<file path="config.mk">
export PLATFORM = sky130hd
export DESIGN_NAME = idxwin_port
export DESIGN_NICKNAME = d
export VERILOG_FILES = /design/src/rtl/idxwin_pkg.sv /design/src/rtl/idxwin_sync.sv /design/src/rtl/idxwin_decode.sv /design/src/rtl/idxwin_rdmux.sv /design/src/rtl/idxwin_port.sv
export SDC_FILE = /design/constraint.sdc
export NUM_CORES = 1
export LEC_CHECK = 0
export ABC_AREA = 1
export BUFFER_PORTS_ARGS = -buffer_cell sky130_fd_sc_hd__buf_4
export CORE_ASPECT_RATIO = 0.7
export CORE_MARGIN = 10
export CORE_UTILIZATION = 40
export CTS_BUF_LIST = sky130_fd_sc_hd__clkbuf_8
export DETAILED_ROUTE_END_ITERATION = 16
export PLACE_DENSITY_LB_ADDON = 0.05
export SYNTH_ARGS = -nofsm -noshare
export SYNTH_HDL_FRONTEND = slang
export SYNTH_SLANG_ARGS = --single-unit
</file>
<file path="constraint.sdc">
create_clock -name clk -period 1.5 [get_ports clk]
set_input_delay 0.3 -clock clk [delete_from_list [all_inputs] [get_ports clk]]
set_output_delay 0.3 -clock clk [all_outputs]
set_load 0.02 [all_outputs]
</file>
<file path="src/rtl/idxwin_pkg.sv">
package idxwin_pkg;
  localparam int BYTE_W  = 8;
  localparam int LANES   = 4;
  localparam int WORD_W  = BYTE_W * LANES;
  localparam int LANE_W  = $clog2(LANES);

  // bus pins sampled into the clock domain, active-high meaning
  typedef struct packed {
    logic              cs;
    logic              rd;
    logic              wr;
    logic              sel;
    logic [LANE_W-1:0] lane;
    logic [BYTE_W-1:0] data;
  } bus_smp_t;

  localparam bus_smp_t BUS_IDLE = '0;

  function automatic logic [LANES-1:0] lane_mask(input logic [LANE_W-1:0] lane);
    return LANES'(1) << lane;
  endfunction

  function automatic logic [BYTE_W-1:0] lane_pick(input logic [WORD_W-1:0] word,
                                                  input logic [LANE_W-1:0] lane);
    return word[BYTE_W*lane +: BYTE_W];
  endfunction

  function automatic logic [WORD_W-1:0] lane_fill(input logic [BYTE_W-1:0] b);
    return {LANES{b}};
  endfunction
endpackage

</file>
<file path="src/rtl/idxwin_sync.sv">
module idxwin_sync
  import idxwin_pkg::*;
(
  input  logic                clk,
  input  logic                rst,
  input  logic                cs_n,
  input  logic                rd_n,
  input  logic                wr_n,
  input  logic                sel_data,
  input  logic [LANE_W-1:0]   addr,
  input  logic [BYTE_W-1:0]   d_in,
  output bus_smp_t            cur,
  output bus_smp_t            held,
  output logic                wr_commit
);
  bus_smp_t s1, s2;

  always_ff @(posedge clk or posedge rst) begin
    if (rst) begin
      s1 <= BUS_IDLE;
      s2 <= BUS_IDLE;
    end else begin
      s1 <= '{cs: ~cs_n, rd: ~rd_n, wr: ~wr_n, sel: sel_data, lane: addr, data: d_in};
      s2 <= s1;
    end
  end

  // strobe was low last sample, high now, chip selected while low
  assign wr_commit = s2.wr & ~s1.wr & s2.cs;
  assign cur  = s1;
  assign held = s2;

  assert_single_commit_R4: assert property (@(posedge clk) disable iff (rst)
    wr_commit |=> !wr_commit);
endmodule

</file>
<file path="src/rtl/idxwin_decode.sv">
module idxwin_decode
  import idxwin_pkg::*;
#(
  parameter int BASE    = 16,
  parameter int ENTRIES = 24,
  localparam int ENT_W  = (ENTRIES > 1) ? $clog2(ENTRIES) : 1
) (
  input  logic [BYTE_W-1:0] index,
  output logic              hit,
  output logic [ENT_W-1:0]  entry,
  output logic              upper
);
  localparam int SPAN = 2 * ENTRIES;

  function automatic logic in_span(input logic [BYTE_W-1:0] idx);
    return (int'(idx) >= BASE) && (int'(idx) < BASE + SPAN);
  endfunction

  function automatic int offset_of(input logic [BYTE_W-1:0] idx);
    return int'(idx) - BASE;
  endfunction

  always_comb begin
    int off;
    off   = offset_of(index);
    hit   = in_span(index);
    entry = hit ? ENT_W'(off >> 1) : '0;
    upper = hit ? off[0] : 1'b0;
  end
endmodule

</file>
<file path="src/rtl/idxwin_rdmux.sv">
module idxwin_rdmux
  import idxwin_pkg::*;
(
  input  logic              clk,
  input  logic              rst,
  input  bus_smp_t          cur,
  input  logic [BYTE_W-1:0] index,
  input  logic              hit,
  input  logic [WORD_W-1:0] rdata,
  output logic [BYTE_W-1:0] d_out,
  output logic              d_oe
);
  logic              rd_live;
  logic [BYTE_W-1:0] rd_byte;

  assign rd_live = cur.cs & cur.rd;

  always_comb begin
    if (!cur.sel)      rd_byte = index;
    else if (hit)      rd_byte = lane_pick(rdata, cur.lane);
    else               rd_byte = '0;
  end

  always_ff @(posedge clk or posedge rst) begin
    if (rst) begin
      d_oe  <= 1'b0;
      d_out <= '0;
    end else begin
      d_oe  <= rd_live;
      d_out <= rd_live ? rd_byte : '0;
    end
  end

  assert_unimpl_zero_R9: assert property (@(posedge clk) disable iff (rst)
    $past(rd_live && cur.sel && !hit) |-> (d_out == '0));
endmodule

</file>
<file path="src/rtl/idxwin_port.sv">
module idxwin_port
  import idxwin_pkg::*;
#(
  parameter int BASE    = 16,
  parameter int ENTRIES = 24,
  localparam int ENT_W  = (ENTRIES > 1) ? $clog2(ENTRIES) : 1
) (
  input  logic               clk,
  input  logic               rst,
  input  logic               cs_n,
  input  logic               rd_n,
  input  logic               wr_n,
  input  logic               sel_data,
  input  logic [1:0]         addr,
  input  logic [7:0]         d_in,
  output logic [7:0]         d_out,
  output logic               d_oe,
  output logic [7:0]         rf_index,
  output logic               rf_hit,
  output logic [ENT_W-1:0]   rf_entry,
  output logic               rf_upper,
  output logic               rf_we,
  output logic [3:0]         rf_be,
  output logic [31:0]        rf_wdata,
  input  logic [31:0]        rf_rdata
);
  localparam int LAST = BASE + 2 * ENTRIES - 1;

  bus_smp_t          cur, held;
  logic              wr_commit;
  logic              idx_load;
  logic [BYTE_W-1:0] idx_q;

  idxwin_sync u_sync (
    .clk(clk), .rst(rst), .cs_n(cs_n), .rd_n(rd_n), .wr_n(wr_n),
    .sel_data(sel_data), .addr(addr), .d_in(d_in),
    .cur(cur), .held(held), .wr_commit(wr_commit)
  );

  idxwin_decode #(.BASE(BASE), .ENTRIES(ENTRIES)) u_dec (
    .index(idx_q), .hit(rf_hit), .entry(rf_entry), .upper(rf_upper)
  );

  idxwin_rdmux u_rd (
    .clk(clk), .rst(rst), .cur(cur), .index(idx_q), .hit(rf_hit),
    .rdata(rf_rdata), .d_out(d_out), .d_oe(d_oe)
  );

  assign idx_load = wr_commit & ~held.sel;

  always_ff @(posedge clk or posedge rst) begin
    if (rst)           idx_q <= '0;
    else if (idx_load) idx_q <= held.data;
  end

  assign rf_index = idx_q;
  assign rf_we    = wr_commit & held.sel & rf_hit;
  assign rf_be    = rf_we ? lane_mask(held.lane) : '0;
  assign rf_wdata = lane_fill(held.data);

  assert_quiet_after_reset_R1: assert property (@(posedge clk) disable iff (rst)
    $past(rst) |-> !d_oe);
  assert_drive_needs_read_R6: assert property (@(posedge clk) disable iff (rst)
    d_oe |-> ($past(cs_n, 2) == 1'b0 && $past(rd_n, 2) == 1'b0));
  assert_we_after_edge_R5: assert property (@(posedge clk) disable iff (rst)
    rf_we |-> ($past(cs_n, 2) == 1'b0 && $past(wr_n, 2) == 1'b0 && $past(wr_n) == 1'b1));
  assert_one_lane_R3: assert property (@(posedge clk) disable iff (rst)
    rf_we |-> ($countones(rf_be) == 1));
  assert_we_in_range_R9: assert property (@(posedge clk) disable iff (rst)
    rf_we |-> (int'(rf_index) >= BASE && int'(rf_index) <= LAST));
  assert_index_hold_R2: assert property (@(posedge clk) disable iff (rst)
    !$past(idx_load) |-> $stable(rf_index));
endmodule

</file>
==> summary.md <==
| Metric | Value |
|---|---|
| Run status | finished with violations |
| Violations in the final reports | negative setup slack |
| Main synth FF type | dfrtp_1 |
| Aggregate routed wire length | approximately 5.6 mm |
| Root Buffer Master | clkbuf_8 |
| Cell area after synthesis | approximately 0.0022 sq mm |
| DRC | 0 |
| Maximum clock skew at final layout | approximately 0.0052 ns |
| Leak pwr | 0.00178 uW |
| Global-route track usage on met3 | 0.0547 |
| Final worst-path setup slack | -0.564 ns |
| Avg Inst Size Synth | 8.12 sq um |
| Beginning of the worst register-to-register path | rf_index[5] |
| Cell class contributing the biggest share of worst-path delay | buffers and inverters |
| Antenna-violating nets left | 0 |
| Slew @ Worst Pin | 0.524 ns |
| Setup slack of the most critical reg-to-reg path | -0.20 ns |
| P_sw | 991 uW |
| Startpoint kind of the worst setup timing path | flip-flop |
| R2R cell count | 13 |
| Clock transition at the registers of the reported paths | 0.08 ns |
| Shortest clock period the worst path allows after layout | slightly above 2 ns |
| Overall via count from detail_route | 1863 |
| Sequential area share after synthesis | 0.506 |
| Setup-violating endpoint count in the final report | 19 |
| Post-synth top area share | 0.506 |
| Std cell rows | 22 |
| Global-route congestion overflow total | 0 |
| Seq pwr share | 0.434 |
| # clock sinks | 44 |
| Max transition margin | 0.650 |
| Drt pass-1 iters | 4 |
| Antenna cells | 0 |
| Req. time, crit path | roughly 1.2 ns |
| Global-route track usage on met1 | 0.143 |
| Crit path buffers/inverters | 5 |
| Endpoint type of the worst setup path | primary output |
| Ranking of synthesized cells by area | dfrtp_1 (51%), buf_4 (11%), nand2_1 (8.6%) |
| Final critical-path share of the clock period | 1.38 |
| HP Class | input port to async pin |
| DRT iter0 DRCs | 58 |
| Filler cell count | 478 |
| IO Port Bufs | 108 |
| Worst setup path category | flip-flop to primary output |
| Post-DP Area | around 0.003 sq mm |
| Post-DR vias/cell | 4.28 |
| CTS Buf Count | 5 |
| Post-detailed-route wirelength per cell | 12.8 um |
| CTS H-tree depth | 2 |
| I/O pin count | between 100 and 150 |
| Number of hold violations in the final report | 0 |
| Largest stage delay on the critical path | slightly above 0.4 ns |
| Power Density | 971 mW/mm^2 |
| Number of max-cap violations | 0 |
| Pin count of the biggest net entering global routing | 45 |
| Final layout net count | 412 |
| Met2 capacity usage during global routing | 0.194 |
| Max stage delay cell, worst path | dfrtp_2 |
| Number of flops mapped to enable cells by yosys | 0 |
| TritonCTS clock tree | done |
| Unrepaired setup endpoints after global routing | true |
| Die span in y | 81.7 um |
| Busiest grt layer | met2 |
| Post-synthesis instance total | 268 |
| Initial Util | 0.414 |
| Hold WS | roughly 0.027 ns |
| Overall Power | roughly 3100 uW |
| CTS Hold Buffers Added | 0 |
| Cell chain of the critical path | inv_2 -> ha_4 -> inv_2 -> nor2_2 -> nand3_2 -> buf_4 -> buf_6 -> nand2_4 -> nand2_8 -> nor2_4 -> buf_6 |
| Number of max-slew violations in the final report | 0 |
| Maximum net fanout on the critical path | 5 |
| Layout overhead on the synthesized area | 47.0% |
| Detailed placer's ending HPWL | 4.52 mm |
| Async set-reset flop share out of synthesis | 1.00 |
| Final setup TNS | -7.69 ns |
| Number of warnings issued by yosys | 0 |
| Die width | between 100 and 150 um |
| Switching share of power | 0.319 |
| Max frequency | 0.484 GHz |
| Routability congestion estimate from global placement | ~0.82 |
| Critical path data arrival time | roughly 1.8 ns |
| Most frequent cell after synthesis | nand2_1 |
| Floorplan core area | 0.00526 sq mm |
| Global-route wire length before repair | 8.45 mm |
| Maximum VDD drop | approximately 0.00063 V |
| Placed instance count | 425 |
| Initial antenna violation count | 0 |
| Post-Layout Cell Count | 435 |
| Net count of the mapped netlist | 318 |
| Leading post-synthesis cells by instance count | nand2_1 (50), nor2_1 (49), inv_1 (48) |
| Number of buffers between clock root and the deepest sink | 2 |
| Overall fraction of global-route tracks in use | 0.120 |
| Worst R2R End | u_rd.d_out[6] |
| Insertion delay of the later-clocked pin in the worst-skew pair | 0.29 ns |
| Comb power frac | 0.325 |
| Full die area | 0.00884 sq mm |
| Internal Dissipation | 2120 uW |
| Fraction of power consumed by the clock network | 0.240 |
| Number of global-route vias before repair | 1818 |
| Register bit count reported by yosys | 44 |
| Cell type with the largest total area after synthesis | dfrtp_1 |
| Share of post-route cells with drive strength above 1 | 0.460 |
| Synth cell types | 19 |
| Final cell area excluding filler cells | 0.00320 sq mm |
cell families (layout without fill, tap and decap cells):
group	after synthesis	after routing	share of synthesized area
simple gates	119	119	0.220
fa+ha+maj	2	2	0.0115
flops	44	44	0.506
buf+inv	89	184	0.224
compound gates	14	14	0.0385
routing by layer:
metal	routed length [um]	share of wire
met2	2660	0.48
met1	2310	0.42
met4	40	0.0072
met3	556	0.10
met5	0	0
flip-flops by register name (all words and copies together) (netlist names):
register,count
u_sync.cur,14
u_sync.held,13
rf_index,8
u_rd.d_out,8
u_rd.d_oe,1
power by group through the flow:
stage                     Clock, uW  Sequential [uW]  Combinational [uW]
after floorplan                   0             1440                 472
after global placement            0             1370                 950
after detailed placement          0             1380                 959
after CTS                       772             1350                 994
after global routing            830             1360                1110
final                           747             1350                1010
worst max path at each step:
stage | start | endpoint | slack (ns) | depth (start not counted)
after global routing | rf_index[5] | rf_entry[1] | -0.66 | 10
after floorplan | rf_index[5] | rf_be[1] | -0.37 | 8
final | rf_index[5] | rf_entry[4] | -0.56 | 11
after global placement | rf_index[5] | rf_be[2] | -0.23 | 9
after CTS | rf_index[5] | rf_entry[1] | -0.57 | 10
after detailed placement | rf_index[5] | rf_be[2] | -0.29 | 9
cells in the final DEF (no fill, tap or decap):
master,n
a21boi_4,1
a21oi_1,9
buf_12,1
buf_4,116
buf_6,9
buf_8,1
clkbuf_8,6
clkinvlp_4,1
dfrtp_1,42
dfrtp_2,2
ha_1,1
ha_4,1
inv_1,43
inv_2,6
inv_4,1
nand2_1,47
nand2_2,1
nand2_4,2
nand2_8,1
nand3_1,14
nand3_2,2
nor2_1,35
nor2_2,9
nor2_4,5
nor3_1,1
nor3_4,2
o21ai_0,3
o21ai_1,1
worst register-to-register path: cells and delay by family, from the launching register on:
kind | cells | cell delay (ns)
fa+ha+maj | 1 | 0.12
buf+inv | 5 | 0.53
flops | 1 | 0.41
simple gates | 7 | 0.58
per-stage QoR:
stage | util | worst slack, ns
4_1_cts | 0.599 | -0.569
3_3_place_gp | 0.569 | -0.234
5_1_grt | 0.609 | -0.662
3_5_place_dp | 0.569 | -0.285
6_report | 0.609 | -0.564
2_1_floorplan | - | -0.372
what timing repair did:
action                     CTS  global route
setup endpoints to repair   20            20
gates resized for setup     15            12
setup buffers                1             1
pin swaps                    6             1
final cells by class:
| type | instances | area [sq um] | area share |
|---|---|---|---|
| multi-input combinational | 135 | 718 | 0.224 |
| clock buffer | 6 | 82.6 | 0.0258 |
| tap | 72 | 90.1 | 0.0282 |
| timing repair buffer | 127 | 1010 | 0.315 |
| clock inverter | 2 | 11.3 | 0.00352 |
| inverter | 49 | 186 | 0.0583 |
| sequential | 44 | 1100 | 0.345 |
Power figures use the tool's default switching activity.
